File: src/rtl/slc_pkg.sv
package slc_pkg;
  localparam int K      = 4;
  localparam int TBL    = 1 << K;
  localparam int NL     = 4;
  localparam int NPAIR  = NL / 2;
  localparam int FBW    = 3;
  localparam int NSH    = 2;
  localparam int NOUT   = NL + NSH;
  localparam int TBL_LO = 0;
  localparam int SRC_LO = TBL_LO + NL * TBL;
  localparam int CS_LO  = SRC_LO + NL * FBW;
  localparam int MG_LO  = CS_LO + NPAIR;
  localparam int RG_LO  = MG_LO + NL;
  localparam int CFG_LEN = RG_LO + NL;

  typedef enum logic [1:0] {
    SRC_OPER = 2'd0,
    SRC_EXT  = 2'd1,
    SRC_ZERO = 2'd2,
    SRC_ONE  = 2'd3
  } src_low_e;

  function automatic logic lut_read(input logic [TBL-1:0] t, input logic [K-1:0] adr);
    return t[adr];
  endfunction

  function automatic logic src_pick(input logic [FBW-1:0] code, input logic oper3,
                                    input logic ext, input logic [NL-1:0] q);
    logic r;
    if (code[2]) begin
      r = q[code[1:0]];
    end else begin
      case (src_low_e'(code[1:0]))
        SRC_OPER: r = oper3;
        SRC_EXT:  r = ext;
        SRC_ZERO: r = 1'b0;
        default:  r = 1'b1;
      endcase
    end
    return r;
  endfunction

  function automatic logic pair_mux(input logic merge, input logic sel,
                                    input logic own, input logic even, input logic odd);
    return merge ? (sel ? odd : even) : own;
  endfunction
endpackage

File: src/rtl/slc_cfg_chain.sv
module slc_cfg_chain
  import slc_pkg::*;
#(
  parameter int LEN = CFG_LEN
) (
  input  logic           clk,
  input  logic           rst,
  input  logic           cfg_en,
  input  logic           cfg_in,
  output logic [LEN-1:0] cfg_q,
  output logic           cfg_done
);
  localparam int CW = $clog2(LEN + 1);
  localparam logic [CW-1:0] FULL = CW'(LEN);

  logic [CW-1:0] bit_cnt;
  logic          load_full;

  assign load_full = (bit_cnt == FULL);

  always_ff @(posedge clk) begin
    if (cfg_en) cfg_q <= {cfg_in, cfg_q[LEN-1:1]};
  end

  always_ff @(posedge clk) begin
    if (rst) begin
      bit_cnt  <= '0;
      cfg_done <= 1'b0;
    end else if (cfg_en) begin
      bit_cnt  <= load_full ? bit_cnt : bit_cnt + CW'(1);
      cfg_done <= 1'b0;
    end else begin
      bit_cnt <= '0;
      if (load_full) cfg_done <= 1'b1;
    end
  end


  load_blocks_done_chk: assert property (@(posedge clk) disable iff (rst)
    cfg_en |=> !cfg_done);
endmodule

File: src/rtl/slc_lut_pair.sv
module slc_lut_pair
  import slc_pkg::*;
(
  input  logic [K-1:0]             oper,
  input  logic                     pick,
  input  logic                     cs_bit,
  input  logic                     cs_on,
  input  logic [1:0]               ext,
  input  logic [NL-1:0]            q_fb,
  input  logic [1:0][TBL-1:0]      tbl,
  input  logic [1:0][FBW-1:0]      src_code,
  input  logic [1:0]               merge_on,
  output logic [1:0]               m_out
);
  logic [1:0][K-1:0] addr;
  logic [1:0]        lut_o;
  logic              bit2;

  assign bit2 = cs_on ? cs_bit : oper[K-2];

  for (genvar j = 0; j < 2; j++) begin : g_lut
    assign addr[j]  = {src_pick(src_code[j], oper[K-1], ext[j], q_fb), bit2, oper[K-3:0]};
    assign lut_o[j] = lut_read(tbl[j], addr[j]);
  end

  for (genvar j = 0; j < 2; j++) begin : g_omux
    assign m_out[j] = pair_mux(merge_on[j], pick, lut_o[j], lut_o[0], lut_o[1]);
  end
endmodule

File: src/rtl/bitserial_logic_cell.sv
module bitserial_logic_cell
  import slc_pkg::*;
(
  input  logic            clk,
  input  logic            rst,
  input  logic            ce,
  input  logic            cfg_en,
  input  logic            cfg_in,
  input  logic [K:0]      a_i,
  input  logic [K:0]      b_i,
  input  logic [NL-1:0]   z_i,
  input  logic [NPAIR-1:0] cs_i,
  input  logic [NSH-1:0]  sh_i,
  output logic [NOUT-1:0] d_o
);
  logic [CFG_LEN-1:0]         cfg_q;
  logic                       cfg_done;
  logic [NL-1:0][TBL-1:0]     tbl;
  logic [NL-1:0][FBW-1:0]     src_code;
  logic [NPAIR-1:0]           cs_on;
  logic [NL-1:0]              merge_on;
  logic [NL-1:0]              reg_on;
  logic [NL-1:0]              m_all;
  logic [NL-1:0]              lut_q;
  logic [NSH-1:0]             sh_q;
  logic [NL-1:0]              dsel;
  logic [NL-1:0]              loop_hit;
  logic                       direct_fb_hit;

  slc_cfg_chain #(.LEN(CFG_LEN)) u_cfg (
    .clk(clk), .rst(rst), .cfg_en(cfg_en), .cfg_in(cfg_in),
    .cfg_q(cfg_q), .cfg_done(cfg_done)
  );

  for (genvar k = 0; k < NL; k++) begin : g_dec
    assign tbl[k]      = cfg_q[TBL_LO + k*TBL +: TBL];
    assign src_code[k] = cfg_q[SRC_LO + k*FBW +: FBW];
    assign merge_on[k] = cfg_q[MG_LO + k];
    assign reg_on[k]   = cfg_q[RG_LO + k];
    assign loop_hit[k] = src_code[k][FBW-1] && !reg_on[src_code[k][1:0]];
  end
  assign cs_on = cfg_q[CS_LO +: NPAIR];
  assign direct_fb_hit = |loop_hit;

  for (genvar p = 0; p < NPAIR; p++) begin : g_pair
    logic [K-1:0] oper;
    logic         pick;
    assign oper = (p == 0) ? a_i[K-1:0] : b_i[K-1:0];
    assign pick = (p == 0) ? a_i[K] : b_i[K];
    slc_lut_pair u_pair (
      .oper(oper), .pick(pick), .cs_bit(cs_i[p]), .cs_on(cs_on[p]),
      .ext(z_i[2*p +: 2]), .q_fb(lut_q),
      .tbl(tbl[2*p +: 2]), .src_code(src_code[2*p +: 2]),
      .merge_on(merge_on[2*p +: 2]), .m_out(m_all[2*p +: 2])
    );
  end

  always_ff @(posedge clk) begin
    if (rst) begin
      lut_q <= '0;
      sh_q  <= '0;
    end else if (ce) begin
      lut_q <= m_all;
      sh_q  <= sh_i;
    end
  end

  for (genvar k = 0; k < NL; k++) begin : g_osel
    assign dsel[k] = reg_on[k] ? lut_q[k] : m_all[k];
  end

  assign d_o = cfg_done ? {sh_q, dsel} : '0;


  no_direct_feedback_chk: assert property (@(posedge clk) disable iff (rst)
    cfg_done |-> !direct_fb_hit);

  reset_clears_out_chk: assert property (@(posedge clk)
    rst |=> (d_o == '0));

  idle_hold_chk: assert property (@(posedge clk) disable iff (rst)
    !ce |=> ($stable(lut_q) && $stable(sh_q)));

  shift_capture_chk: assert property (@(posedge clk) disable iff (rst)
    ce |=> (sh_q == $past(sh_i)));
endmodule

File: config.mk
export PLATFORM = sky130hd
export DESIGN_NAME = bitserial_logic_cell
export DESIGN_NICKNAME = d
export VERILOG_FILES = /design/src/rtl/slc_pkg.sv /design/src/rtl/slc_cfg_chain.sv /design/src/rtl/slc_lut_pair.sv /design/src/rtl/bitserial_logic_cell.sv
export SDC_FILE = /design/constraint.sdc
export NUM_CORES = 1
export LEC_CHECK = 0
export BUFFER_PORTS_ARGS = -buffer_cell sky130_fd_sc_hd__buf_2
export CORE_MARGIN = 5
export CORE_UTILIZATION = 40
export CTS_CLUSTER_SIZE = 24
export DETAILED_ROUTE_END_ITERATION = 8
export GPL_TIMING_DRIVEN = 0
export PLACE_DENSITY = 0.55
export SLEW_MARGIN = 30
export SYNTH_ARGS = -nofsm -noshare
export SYNTH_HDL_FRONTEND = slang
export SYNTH_SLANG_ARGS = --single-unit
File: constraint.sdc
create_clock -name clk -period 2.45 [get_ports clk]
set_clock_uncertainty 0.2 [all_clocks]
set_input_delay 0.245 -clock clk [delete_from_list [all_inputs] [get_ports clk]]
set_output_delay 0.245 -clock clk [all_outputs]
set_load 0.05 [all_outputs]
==> summary.txt <==
Status
  – Outcome: complete, but fails checks
  – Failing checks: setup timing

Pwr
  – Max VDD drop: 0.420 mV
  – PwrDens: 699 nW/um2
  – Static leakage: 1.69 nW

Synthesis
  – Synth Cell Area: 4080 um2
  – Seq/Total Area, Yosys: 0.702
  – Area contributors post-synth: edfxtp_1 63%, mux4_2 8.8%, dfxtp_1 6.9%
  – Top-count cell post-synth: edfxtp_1
  – Net count after synthesis: 258
  – Area leader, netlist: edfxtp_1
  – Ys flop type: edfxtp_1
  – Cell count after synthesis: 233
  – Post-synth top cells: 86 x edfxtp_1, 16 x mux4_2, 16 x nor2_1
  – #FFs+latches synth: 100
  – Avg Cell Area, Syn: 17.5 um2
  – Post-synthesis async set-or-reset flop share: 0
  – Synth warn: 0
  – EDFF count, synth: 86
  – Cell variety after synth: 42
  – Top-area cell type share of the netlist area: 0.634

Setup path
  – CP Data Arrival Time: 2190 ps
  – Crit. Startpoint: u_cfg.cfg_q[70]
  – Critical setup path kind: flip-flop to output port
  – Peak fanout along the critical path: 4
  – CP Launch Type: flip-flop
  – Slowest CP cell: mux4_2
  – Setup crit end kind: output port
  – Crit-path leading delay family: multiplexers
  – Critical-path cell list: mux4_2, and2_4, a211oi_4, o21ai_2, a31oi_2, buf_6
  – Reg2reg start: u_cfg.cfg_q[74]
  – CP max stage delay: 520 ps
  – Worst EP required: 2010 ps
  – CP bufs+invs: 1

Clock tree
  – CTS Buf Count: 9
  – Clock buffer depth: 2
  – Root Buffer: clkbuf_8
  – Sink Count: 100
  – Clock Latency Late Sink: 360 ps
  – CTS H-Tree Depth: 3
  – CTS tree: done
  – Clock Pin Slew Worst Setup and Hold Paths: 100 ps

Floorplanning
  – Num rows: 36
  – Core ar.: 9860 um2
  – Chip height: 111 um
  – Die ar.: 12300 um2
  – Num ports: 29
  – Initial Utilization: 0.413
  – Die width: 111 um

Min path
  – Worst hold path class: primary input to flip-flop
  – HP Start: b_i[4]

Finish
  – Number of diodes: 0
  – Finished Cell Area: 4840 um2
  – # nets final: 307
  – Layout cell share with drive strength beyond 1: 0.334
  – Number of fill cells: 836
  – Area grow syn2layout: 18.8%

STA
  – Fmax achieved: 0.379 GHz
  – Setup ws final: -187 ps
  – Setup TNS: -655 ps
  – Fin crit share: 1.08
  – Rel. slew slack: 0.650
  – Hold Violations, Final: 0
  – Setup-failing EPs final: 4
  – Worst slew pin tran: 525 ps
  – Slew Viols, Final: 0
  – Unrepaired setup endpoints after global routing: true
  – Fin crit period: 2640 ps

Drt
  – Initial DRC count: 107
  – DRT Wirelength: 7.20 mm
  – Vias/cell: 5.12
  – DRC viols: 0
  – Routed WL per cell: 17.1 um
  – DRT Pass-1 Iters: 5
  – Final ANT Viol Nets: 0
  – Vias: 2151

Global route
  – Total gr overflow: 0
  – Initial antenna violation count: 0
  – Largest net degree at the start of global routing: 75
  – First-pass GRT wire length: 12.0 mm
  – Global-route usage over all layers: 0.124
  – Number of global-route vias before repair: 2215

Placed design
  – I/O Buffers: 22
  – GP Congestion: 0.731
  – Dpl hpwl: 4.67 mm
  – Post-DP Area: 4410 um2

Run
  – MaxCap Viol Count: 0
-- report_power, final --
group	switching, mW	internal (mW)
sequential	0.0561	1.95
clock	0.603	0.478
combinational	0.145	0.153
-- final cells by class --
class	instances	area (um2)	share of cell area
sequential	100	2860	0.591
timing repair buffer	38	292	0.0602
buffer	6	36.3	0.00749
tap	133	166	0.0344
clock inverter	7	76.3	0.0158
multi-input combinational	121	1260	0.261
inverter	6	22.5	0.00465
clock buffer	9	124	0.0256
-- timing repair --
item | 4_1_cts | 5_1_grt
hold buffers | 4 | 0
buffers inserted | 9 | 2
pin swaps | 11 | 2
endpoints found under the setup margin | 4 | 4
resized for setup | 20 | 5
endpoints found under the hold margin | 16 | 0
-- worst register-to-register path: stages (launching register included) --
cell and delay (ps):
edfxtp_1 430, or3b_1 450, a21oi_4 220, a2bb2oi_2 210, o21bai_2 110, buf_4 130, a311oi_1 240
-- final timing paths --
path	endpoint	slack (ps)	cells past startpoint
worst max-delay path	d_o[3]	-190	6
worst min-delay path	lut_q[3]	40	4
worst max register to register	lut_q[2]	370	6
worst min register to register	u_cfg.cfg_q[19]	250	0
-- metrics by stage --
| step | cells | power, mW | utilization | hold slack [ps] | worst slack (ps) |
|---|---|---|---|---|---|
| after detailed placement | 389 | 2.30 | 0.447 | 226 | 21.9 |
| after CTS | 418 | 3.41 | 0.486 | 26.3 | -271 |
| after floorplan | 233 | 2.19 | - | 122 | 62.4 |
| after global placement | 388 | 2.29 | 0.444 | 222 | -282 |
| final | 420 | 3.38 | 0.491 | 39.1 | -187 |
| after global routing | 420 | 3.52 | 0.491 | 46.4 | -315 |
-- state kept, by name, indices dropped and copies added, names as in the netlist --
signal / count
lut_q: 4
sh_q: 2
u_cfg.bit_cnt: 7
u_cfg.cfg_done: 1
u_cfg.cfg_q: 86
-- layout by cell type (no fill, tap or decap), drive strengths merged, types with 3 or more instances in the layout --
master | Yosys | layout
a21oi | 3 | 3
a311oi | 4 | 4
a31oi | 4 | 4
and2 | 4 | 4
buf | 2 | 36
clkbuf | 4 | 13
clkinv | 0 | 3
dfxtp | 14 | 14
dlygate4sd3 | 0 | 4
edfxtp | 86 | 86
inv | 6 | 7
mux2i | 7 | 7
mux4 | 20 | 20
nand2 | 13 | 13
nand3 | 5 | 5
nor2 | 16 | 16
nor3 | 3 | 3
o21ai | 9 | 9
or3b | 3 | 3
xor2 | 4 | 4
-- per-layer routing --
layer  GRT usage  up-vias  share of wire  routed length, um
li1            -     1019              -                  -
met1       0.182     1077           0.49               3540
met2       0.180       47           0.45               3260
met3      0.0338        8          0.042                306
met4      0.0419        0          0.014                 98
met5           0        -              0                  0
-- cell families after synthesis --
family                   count (synthesis)  share of synthesized area
AND/OR/NAND/NOR                         52                     0.0669
AO/OA/AOI/OAI                           32                     0.0574
flip-flops                             100                      0.702
adder cells (fa/ha/maj)                  2                    0.00614
buffers and inverters                   12                     0.0144
multiplexers                            29                      0.140
XOR/XNOR                                 6                     0.0129
Note: power is estimated with default switching activity, not from simulation.
